**src/rtl/ledfrm_pkg.sv**
```systemverilog
package ledfrm_pkg;
  localparam logic [7:0] CRC_POLY = 8'h2F;
  localparam int LEN_W = 4;

  typedef enum logic [1:0] {
    EV_BYTE    = 2'd0,
    EV_START   = 2'd1,
    EV_RESTART = 2'd2,
    EV_STOP    = 2'd3
  } ev_e;

  typedef struct packed {
    logic             known;
    logic             is_rd;
    logic [LEN_W-1:0] len;
  } id_info_t;

  function automatic logic [7:0] crc8_step(input logic [7:0] c, input logic [7:0] b);
    logic [7:0] r;
    r = c;
    for (int i = 7; i >= 0; i--) begin
      if (r[7] ^ b[i]) r = {r[6:0], 1'b0} ^ CRC_POLY;
      else             r = {r[6:0], 1'b0};
    end
    return r;
  endfunction

  function automatic id_info_t decode_id(input logic [7:0] id);
    id_info_t d;
    d = '0;
    case (id)
      8'h00: d = '{known: 1'b1, is_rd: 1'b0, len: 4'd2};
      8'h01: d = '{known: 1'b1, is_rd: 1'b0, len: 4'd1};
      8'h02: d = '{known: 1'b1, is_rd: 1'b0, len: 4'd3};
      8'h03: d = '{known: 1'b1, is_rd: 1'b0, len: 4'd12};
      8'h04: d = '{known: 1'b1, is_rd: 1'b0, len: 4'd5};
      8'h20: d = '{known: 1'b1, is_rd: 1'b0, len: 4'd5};
      8'h21: d = '{known: 1'b1, is_rd: 1'b0, len: 4'd5};
      8'h08, 8'h09, 8'h0A, 8'h28:
             d = '{known: 1'b1, is_rd: 1'b1, len: 4'd0};
      default: d = '0;
    endcase
    return d;
  endfunction
endpackage

```
**src/rtl/ledfrm_crc.sv**
```systemverilog
module ledfrm_crc
  import ledfrm_pkg::*;
(
  input  logic       clk,
  input  logic       rst_n,
  input  logic       clear,
  input  logic       absorb,
  input  logic [7:0] din,
  output logic [7:0] crc
);
  logic [7:0] base;
  assign base = clear ? 8'h00 : crc;

  always_ff @(posedge clk or negedge rst_n) begin
    if (!rst_n)      crc <= 8'h00;
    else if (absorb) crc <= crc8_step(base, din);
    else             crc <= base;
  end

  // a restart with no byte leaves the accumulator at zero
  a_r8_crc_restart: assert property (@(posedge clk) disable iff (!rst_n)
    $past(clear && !absorb) |-> crc == 8'h00);
endmodule

```
**src/rtl/ledfrm_buf.sv**
```systemverilog
module ledfrm_buf #(
  parameter int MAX_BODY = 12,
  parameter int IDX_W    = 4
) (
  input  logic                  clk,
  input  logic                  rst_n,
  input  logic                  we,
  input  logic [IDX_W-1:0]      idx,
  input  logic [7:0]            din,
  output logic [MAX_BODY*8-1:0] dout
);
  for (genvar g = 0; g < MAX_BODY; g++) begin : g_slot
    logic [7:0] slot;
    always_ff @(posedge clk or negedge rst_n) begin
      if (!rst_n)                        slot <= 8'h00;
      else if (we && idx == IDX_W'(g))   slot <= din;
    end
    assign dout[g*8 +: 8] = slot;
  end

  // bytes beyond the buffer are never written
  a_r4_slot_in_range: assert property (@(posedge clk) disable iff (!rst_n)
    we |-> int'(idx) < MAX_BODY);
endmodule

```
**src/rtl/ledfrm_parse.sv**
```systemverilog
module ledfrm_parse
  import ledfrm_pkg::*;
#(
  parameter int MAX_BODY = 12,
  parameter int IDX_W    = 4,
  parameter int CNT_W    = 5
) (
  input  logic             clk,
  input  logic             rst_n,
  input  logic             crc_en,
  input  logic [4:0]       addr_lo,
  input  logic             ev_valid,
  input  logic [1:0]       ev_kind,
  input  logic [7:0]       ev_byte,
  input  logic [7:0]       crc_cur,
  input  logic             err_clr,
  output logic             buf_we,
  output logic [IDX_W-1:0] buf_idx,
  output logic             crc_clear,
  output logic             cmd_valid,
  output logic             cmd_rd,
  output logic [7:0]       cmd_id,
  output logic [LEN_W-1:0] cmd_len,
  output logic             err_flag
);
  typedef enum logic [2:0] {P_IDLE, P_ADDR1, P_ADDR2, P_ID, P_BODY, P_RDADDR} pst_e;

  pst_e             state;
  logic             bad;
  logic [7:0]       id_r;
  logic [CNT_W-1:0] cnt;

  logic [7:0]       addr_w, addr_r, addr_rep;
  id_info_t         info;
  logic [CNT_W-1:0] exp_cnt;
  logic             is_byte, is_start, is_restart, is_stop;
  logic             mid, body_ok, ok_wr, ok_rd, err_set, accept;

  always_comb begin
    addr_w     = {2'b11, addr_lo, 1'b0};
    addr_r     = {2'b11, addr_lo, 1'b1};
    addr_rep   = {1'b0, 2'b11, addr_lo};
    info       = decode_id(id_r);
    exp_cnt    = CNT_W'(info.len) + CNT_W'(crc_en);
    is_byte    = ev_valid && ev_kind == EV_BYTE;
    is_start   = ev_valid && ev_kind == EV_START;
    is_restart = ev_valid && ev_kind == EV_RESTART;
    is_stop    = ev_valid && ev_kind == EV_STOP;
    mid        = state inside {P_ADDR2, P_ID, P_BODY};
    body_ok    = state == P_BODY && !bad && info.known && cnt == exp_cnt &&
                 (!crc_en || crc_cur == 8'h00);
    ok_wr      = body_ok && !info.is_rd;
    ok_rd      = body_ok && info.is_rd;
    accept     = (is_stop && ok_wr) || (is_restart && ok_rd);
    err_set    = mid && ((is_stop && !ok_wr) || (is_restart && !ok_rd) || is_start);
    crc_clear  = is_start || is_restart;
    buf_we     = is_byte && state == P_BODY && cnt < CNT_W'(MAX_BODY);
    buf_idx    = cnt[IDX_W-1:0];
  end

  always_ff @(posedge clk or negedge rst_n) begin
    if (!rst_n) begin
      state     <= P_IDLE;
      bad       <= 1'b0;
      id_r      <= 8'h00;
      cnt       <= '0;
      cmd_valid <= 1'b0;
      cmd_rd    <= 1'b0;
      cmd_id    <= 8'h00;
      cmd_len   <= '0;
      err_flag  <= 1'b0;
    end else begin
      cmd_valid <= accept;
      if (accept) begin
        cmd_rd  <= is_restart;
        cmd_id  <= id_r;
        cmd_len <= info.len;
      end
      if (err_set)      err_flag <= 1'b1;
      else if (err_clr) err_flag <= 1'b0;

      if (is_start) begin
        state <= P_ADDR1;
      end else if (is_restart) begin
        state <= ok_rd ? P_RDADDR : P_ADDR1;
      end else if (is_stop) begin
        state <= P_IDLE;
      end else if (is_byte) begin
        case (state)
          P_ADDR1: begin
            bad   <= 1'b0;
            cnt   <= '0;
            state <= (ev_byte == addr_w) ? P_ADDR2 : P_IDLE;
          end
          P_ADDR2: begin
            if (ev_byte != addr_rep) bad <= 1'b1;
            state <= P_ID;
          end
          P_ID: begin
            id_r  <= ev_byte;
            if (!decode_id(ev_byte).known) bad <= 1'b1;
            state <= P_BODY;
          end
          P_BODY: if (cnt != '1) cnt <= cnt + CNT_W'(1);
          P_RDADDR: state <= P_IDLE;
          default: state <= P_IDLE;
        endcase
      end
    end
  end

  // a write command only follows a stop event
  a_r4_wr_after_stop: assert property (@(posedge clk) disable iff (!rst_n)
    cmd_valid && !cmd_rd |-> $past(is_stop));
  // a read command only follows a repeated start
  a_r5_rd_after_restart: assert property (@(posedge clk) disable iff (!rst_n)
    cmd_valid && cmd_rd |-> $past(is_restart));
  // a rejected frame never produces a command
  a_r9_err_no_cmd: assert property (@(posedge clk) disable iff (!rst_n)
    $rose(err_flag) |-> !cmd_valid);
  // a clear with no new error empties the flag
  a_r10_err_clear: assert property (@(posedge clk) disable iff (!rst_n)
    $past(err_clr && !err_set) |-> !err_flag);
endmodule

```
**src/rtl/ledfrm_check.sv**
```systemverilog
module ledfrm_check
  import ledfrm_pkg::*;
#(
  parameter int MAX_BODY = 12
) (
  input  logic                  clk,
  input  logic                  rst_n,
  input  logic                  crc_en,
  input  logic [4:0]            addr_lo,
  input  logic                  ev_valid,
  input  logic [1:0]            ev_kind,
  input  logic [7:0]            ev_byte,
  input  logic                  tx_valid,
  input  logic [7:0]            tx_byte,
  input  logic                  err_clr,
  output logic                  cmd_valid,
  output logic                  cmd_rd,
  output logic [7:0]            cmd_id,
  output logic [3:0]            cmd_len,
  output logic [MAX_BODY*8-1:0] cmd_data,
  output logic                  err_flag,
  output logic [7:0]            crc_out
);
  localparam int IDX_W = $clog2(MAX_BODY);
  localparam int CNT_W = $clog2(MAX_BODY + 2) + 1;

  logic             rx_byte;
  logic             absorb;
  logic [7:0]       crc_din;
  logic             crc_clear;
  logic             buf_we;
  logic [IDX_W-1:0] buf_idx;

  assign rx_byte = ev_valid && ev_kind == EV_BYTE;
  assign absorb  = rx_byte || tx_valid;
  assign crc_din = rx_byte ? ev_byte : tx_byte;

  ledfrm_crc u_crc (
    .clk(clk), .rst_n(rst_n), .clear(crc_clear), .absorb(absorb),
    .din(crc_din), .crc(crc_out)
  );

  ledfrm_parse #(.MAX_BODY(MAX_BODY), .IDX_W(IDX_W), .CNT_W(CNT_W)) u_parse (
    .clk(clk), .rst_n(rst_n), .crc_en(crc_en), .addr_lo(addr_lo),
    .ev_valid(ev_valid), .ev_kind(ev_kind), .ev_byte(ev_byte),
    .crc_cur(crc_out), .err_clr(err_clr), .buf_we(buf_we), .buf_idx(buf_idx),
    .crc_clear(crc_clear), .cmd_valid(cmd_valid), .cmd_rd(cmd_rd),
    .cmd_id(cmd_id), .cmd_len(cmd_len), .err_flag(err_flag)
  );

  ledfrm_buf #(.MAX_BODY(MAX_BODY), .IDX_W(IDX_W)) u_buf (
    .clk(clk), .rst_n(rst_n), .we(buf_we), .idx(buf_idx), .din(ev_byte),
    .dout(cmd_data)
  );

  // received and transmitted bytes never share a cycle
  a_r8_no_overlap: assert property (@(posedge clk) disable iff (!rst_n)
    !(rx_byte && tx_valid));
endmodule

```
**config.mk**
```make
export PLATFORM = sky130hd
export DESIGN_NAME = ledfrm_check
export DESIGN_NICKNAME = d
export VERILOG_FILES = /design/src/rtl/ledfrm_pkg.sv /design/src/rtl/ledfrm_crc.sv /design/src/rtl/ledfrm_buf.sv /design/src/rtl/ledfrm_parse.sv /design/src/rtl/ledfrm_check.sv
export SDC_FILE = /design/constraint.sdc
export NUM_CORES = 1
export LEC_CHECK = 0
export ABC_AREA = 1
export ABC_CLOCK_PERIOD_IN_PS = 2500
export BUFFER_PORTS_ARGS = -buffer_cell sky130_fd_sc_hd__buf_2
export CAP_MARGIN = 20
export CORE_MARGIN = 2
export CORE_UTILIZATION = 41
export DETAILED_ROUTE_END_ITERATION = 6
export PLACE_DENSITY = 0.66
export RECOVER_POWER = 50
export SYNTH_ARGS = -nofsm -noshare
export SYNTH_HDL_FRONTEND = slang
export SYNTH_SLANG_ARGS = --single-unit
```
**constraint.sdc**
```tcl
create_clock -name clk -period 2.5 [get_ports clk]
set_input_delay 0.125 -clock clk [delete_from_list [all_inputs] [get_ports clk]]
set_output_delay 0.125 -clock clk [all_outputs]
set_load 0.005 [all_outputs]
```
# == After elaboration in Yosys (flattened, before gate mapping) ==
# Cells that the tools add are included.
# totals
ff_bits,136
out_inout_bits,119
# op_classes
add_sub_neg,2
order_cmp,1
n_eq_ne,46
n_mux,39
bitwise,19
reduce_logical,58
# op_table
op,count
$mux W8,10
$mux W6,13
$pmux W6 S6,2
$eq A8 B4 Y1 const B,6
$eq A8 B6 Y1 const B,6
$not A5 Y5,8
$eq A8 B2 Y1 const B,4
$logic_and A1 B1 Y1,29
$logic_not A8 Y1,3
$eq A4 B3 Y1 const B,4
$eq A4 B4 Y1 const B,4
$eq A8 B1 Y1 const B,2
$eq A8 B3 Y1 const B,2
$mux W3,5
$pmux W3 S4,1
$pmux W5 S2,1
$eq A4 B2 Y1 const B,2
$eq A8 B8 Y1,1
$ne A8 B7 Y1,1
$reduce_or A4 Y1,2
$xor A1 B1 Y1,8
$reduce_and A7 Y1,1
$eq A3 B2 Y1 const B,2
$logic_or A1 B1 Y1,6
27 further kinds,42

# == Logic depth before layout (Yosys ltp) ==
# logic_depth
word_depth,28
ltp_mapped,22
ltp_nobuf,21

# == By module ==
# A second synthesis with hierarchy kept.
# unflattened
cells_unflattened,937
area_unflattened_um2,7101.8
# modules_own_cells
module,n_inst,cells_each,area_each_um2,seq_area_each_um2
ledfrm_buf,1,457,3957.5,2402.3
ledfrm_parse,1,282,2037.0,800.8
ledfrm_crc,1,169,972.2,200.2
ledfrm_check,1,29,135.1,0.0

# == Worst setup path before layout ==
# No wires, ideal clock.
# synth_path
path_type,register to register
start,reg u_parse.id_r[0]
end,reg u_parse.cmd_id[2]
setup_time_ps,115
arrival_ps,2610
t_required_ps,2385
setup_slack_ps,-224
path_stages_with_launch,23
path_buffers,1
synth_period_minus_slack_ps,2724
cell_sequence,dfrtp_1 inv_1 nand2_1 nor3_1 nand2_1 nand2_1 a31oi_1 inv_1 ha_1 ha_1 nand2_1 o21ai_0 nor2_1 nand3_1 nor2_1 nand3_2 nor2_2 nand4_1 nand2_2 buf_6 nand2_1 o21ai_2 inv_2
# synth_lines
item,line_no,text
start: declaration,ledfrm_parse.sv:30,logic [7:0] id_r;
start signal: assignment,ledfrm_parse.sv:100,id_r <= ev_byte;
end signal: assignment,ledfrm_parse.sv:76,cmd_id <= id_r;
end: declaration,ledfrm_parse.sv:22,"output logic [7:0] cmd_id,"

==> flow_summary_export.csv <==
group,metric,value,unit
yosys,ys_ff_latch,136,
yosys,ys_warn_count,0,
detailed_routing,wl_met1,8671,um
status,violations,"max-capacitance violations, max-slew violations, negative setup slack",
floorplanning,start_util,42.20,%
floorplanning,fp-row-count,46,
detailed_routing,vias,6021,
yosys,synth_common_cells,"nand2_1, dfrtp_1, o21ai_0",
yosys,synth_mux_area_share,0,%
layout,nFillCells,1535,
floorplanning,die_h,132.1,um
clocking,cts_tree,"built",
global_route,grt_pass1_wl,30170,um
layout,drive_gt1_share,25.02,%
detailed_routing,drtPass1Iterations,7,
critical_path,path_buf_inv,4,
yosys,yosysMostFrequentCell,"nand2_1",
detailed_routing,wl,18600,um
critical_path,path_cells,"nor2_1 -> nand2_2 -> inv_2 -> nand2_4 -> nor2_4 -> a31oi_4 -> inv_2 -> ha_4 -> ha_4 -> nand2_2 -> o21ai_2 -> nor2_1 -> nand3_1 -> nor2_2 -> nand3_2 -> nor2_4 -> nand4_1 -> nand2_4 -> clkbuf_16 -> nand2_4 -> o21ai_2 -> inv_2",
clocking,cts_buffers,17,
status,status,"finished with violations",
global_route,track_usage,21.83,%
critical_path,crit_family,"simple AND/OR/NAND/NOR gates",
global_route,grt_pass1_vias,5726,
yosys,synth_edf_count,0,
detailed_routing,wl_per_cell,14.92,um
detailed_routing,dr_wl_met2,8309,um
yosys,synth_top_area_share,50.59,%
placement,hpwl,13020,um
detailed_routing,drc_errors,0,
detailed_routing,via_per_inst,4.828,
detailed_routing,dr_wl_met3,1226,um
pwr,max-vdd-ir-drop,0.0004354,V
yosys,ys_types,40,
layout,design_area,0.008660,sq mm
global_route,grt_max_degree,62,
floorplanning,die-area,0.01745,sq mm
critical_path,crit_path_max_incr_delay,380,ps
sta,rsz0062_at_grt,"yes",
floorplanning,die_x,132.1,um
sta,finalSetupViolCount,15,
sta,worstMarginPinSlew,1544,ps
global_route,gr-total-overflow,0,
yosys,syn_inst,835,
yosys,synthXorXnorAreaFrac,1.153,%
worst_hold_path,hold_class,"in2reg",
yosys,postSynthAreaPerCell,8.057,sq um
sta,skew,8.420,ps
pwr,p_leak,0.004424,uW
critical_path,critPathSlowestCell,"dfrtp_1",
critical_path,critPathMaxFanout,5,
yosys,synth_simple_gate_area_share,28.77,%
detailed_routing,drt_iter0_drc,374,
yosys,synth_area_leader_cell,"dfrtp_1",
yosys,synth_top_family_by_area,"simple AND/OR/NAND/NOR gates",
yosys,yosys-top-cells-area,"dfrtp_1, nand2_1, o21ai_0",
clocking,cts_sinks,136,
sta,finalCritPeriodShare,110.1,%
detailed_routing,top_layer,"met4",
yosys,synthFlopType,"dfrtp_1",
yosys,synth.cell_area,0.006728,sq mm
layout,syn2layout_area_growth,28.71,%
yosys,synthArstFlopShare,100.0,%
sta,tns,-3262,ps
clocking,clockBufferDepth,2,
pwr,p_total,6421,uW
sta,layout_setup_ws,-252.6,ps
floorplanning,io_pins,148,
critical_path,required,2820,ps
critical_path,arrival,3070,ps
floorplanning,core_area,0.01594,sq mm
sta,max_freq,363.3,MHz
pwr,power_density,741.5,mW/mm^2
placement,postPlaceCellArea,0.007908,sq mm
critical_path,worstSetupEndpointType,"register",
clocking,worstSkewPairLatency,420,ps
placement,gp_congestion,0.8378,
sta,maxSlewHeadroom,-2.929,%
clocking,clock-root-buffer,"clkbuf_16",
sta,maxSlewViolCount,62,
clocking,htree_levels,4,
global_route,antenna_found_initial,0,
critical_path,start_kind,"register",
sta,fin_crit,2753,ps
sta,worst_hold_slack,135.2,ps
layout,nets,1054,
yosys,synth-adder-area-share,1.302,%
clocking,clkTransAtPathRegs,70,ps
sta,hold_viol,0,
critical_path,crit_type,"reg2reg",
yosys,syn_nets,871,
layout,diodes,0,
detailed_routing,drtAntennaViolNets,0,
yosys,yosysSeqAreaShare,50.59,%
flow_run,maxCapViolCount,1,
yosys,synth_compound_area_share,11.31,%
placement,io_buffers,147,
## path summary, 6_finish.rpt
check / from / endpoint / slack, ps / cells after the start
max in group asynchronous: rst_n / u_crc.crc[1] / 600 / 3
hold reg to reg: u_buf.g_slot[3].slot[1] / u_buf.g_slot[3].slot[1] / 480 / 2
setup / recovery: u_parse.id_r[6] / u_parse.cmd_len[3] / -250 / 22
hold / removal: tx_valid / u_crc.crc[5] / 140 / 5
min in group asynchronous: rst_n / u_parse.id_r[1] / 630 / 2
setup reg to reg: u_parse.id_r[6] / u_parse.cmd_len[3] / -250 / 22
## stage by stage
stage / util (%) / instances / setup slack (ps)
3_3_place_gp: 49.60 / 1203 / -173.9
3_5_place_dp: 49.60 / 1203 / -298.9
2_1_floorplan: - / 835 / -130.8
5_1_grt: 54.32 / 1247 / -425.4
4_1_cts: 54.31 / 1245 / -274.6
6_report: 54.32 / 1247 / -252.6
## layer usage
metal  vias to the layer above  track usage, %
met5                         -               0
met3                        32           6.382
li1                       3055               -
met1                      2765           29.92
met2                       169           33.10
met4                         0           7.609
## sequential cells by signal, indices dropped and copies added, names as in the netlist
register,cells
u_parse.bad,1
u_parse.cmd_id,8
u_parse.cnt,5
u_buf.g_slot.slot,96
u_parse.cmd_rd,1
u_parse.id_r,8
u_parse.cmd_len,4
u_parse.err_flag,1
u_parse.cmd_valid,1
u_crc.crc,8
u_parse.state,3
## where the power goes
part / switching [uW] / total, uW / internal (uW) / leakage, uW
Sequential: 92.4 / 2390 / 2290 / 0.00186
Combinational: 972 / 1510 / 533 / 0.00227
Clock: 1090 / 2530 / 1440 / 0.000287
## tightest hold or removal path, cell delays in order
cell,delay [ps]
buf_2,80
nor2_1,50
buf_4,160
nand2_1,60
nand2_1,40
## placed cells by master (no fill, tap or decap), types with 3 or more instances in the layout
cell type,netlist,layout
inv_1,66,59
o21ai_1,3,4
nor2_4,5,7
buf_2,13,87
clkbuf_16,0,18
ha_1,7,5
o2111ai_1,3,3
nand4_1,8,8
xor2_1,6,6
nor3_1,5,4
nand2_4,1,5
inv_6,0,5
o21ai_2,8,8
inv_8,0,3
nand3_1,61,60
o21ai_0,116,114
nand2_1,262,254
a21oi_1,6,6
nor2_1,47,41
nor2_2,6,10
nand3_2,3,4
clkbuf_1,10,59
dfrtp_1,136,136
or2_2,3,3
nand2_2,22,26
buf_4,1,36
inv_2,14,21
## cell families after synthesis
family                   count (synthesis)
AO/OA/AOI/OAI                          141
XOR/XNOR                                 8
adder cells (fa/ha/maj)                  7
buffers and inverters                  110
flip-flops                             136
AND/OR/NAND/NOR                        433
## layout make-up
cell class                 count  area, sq um  area share (%)
clock buffer                  18        439.2           5.072
clock inverter                14        156.4           1.806
inverter                      82        307.8           3.554
multi-input combinational    589         2994           34.58
sequential                   136         3403           39.30
tap                          216        270.3           3.121
timing repair buffer         192         1089           12.57
## what timing repair did
item | CTS | global route
setup endpoints to repair | 16 | 16
hold buffers | 2 | 0
hold endpoints to repair | 59 | 0
resized for setup | 12 | 13
gates cloned | 2 | 1
buffers inserted | 6 | 2
pin swaps | 8 | 15
No activity file was read; power rests on OpenSTA's default activity.
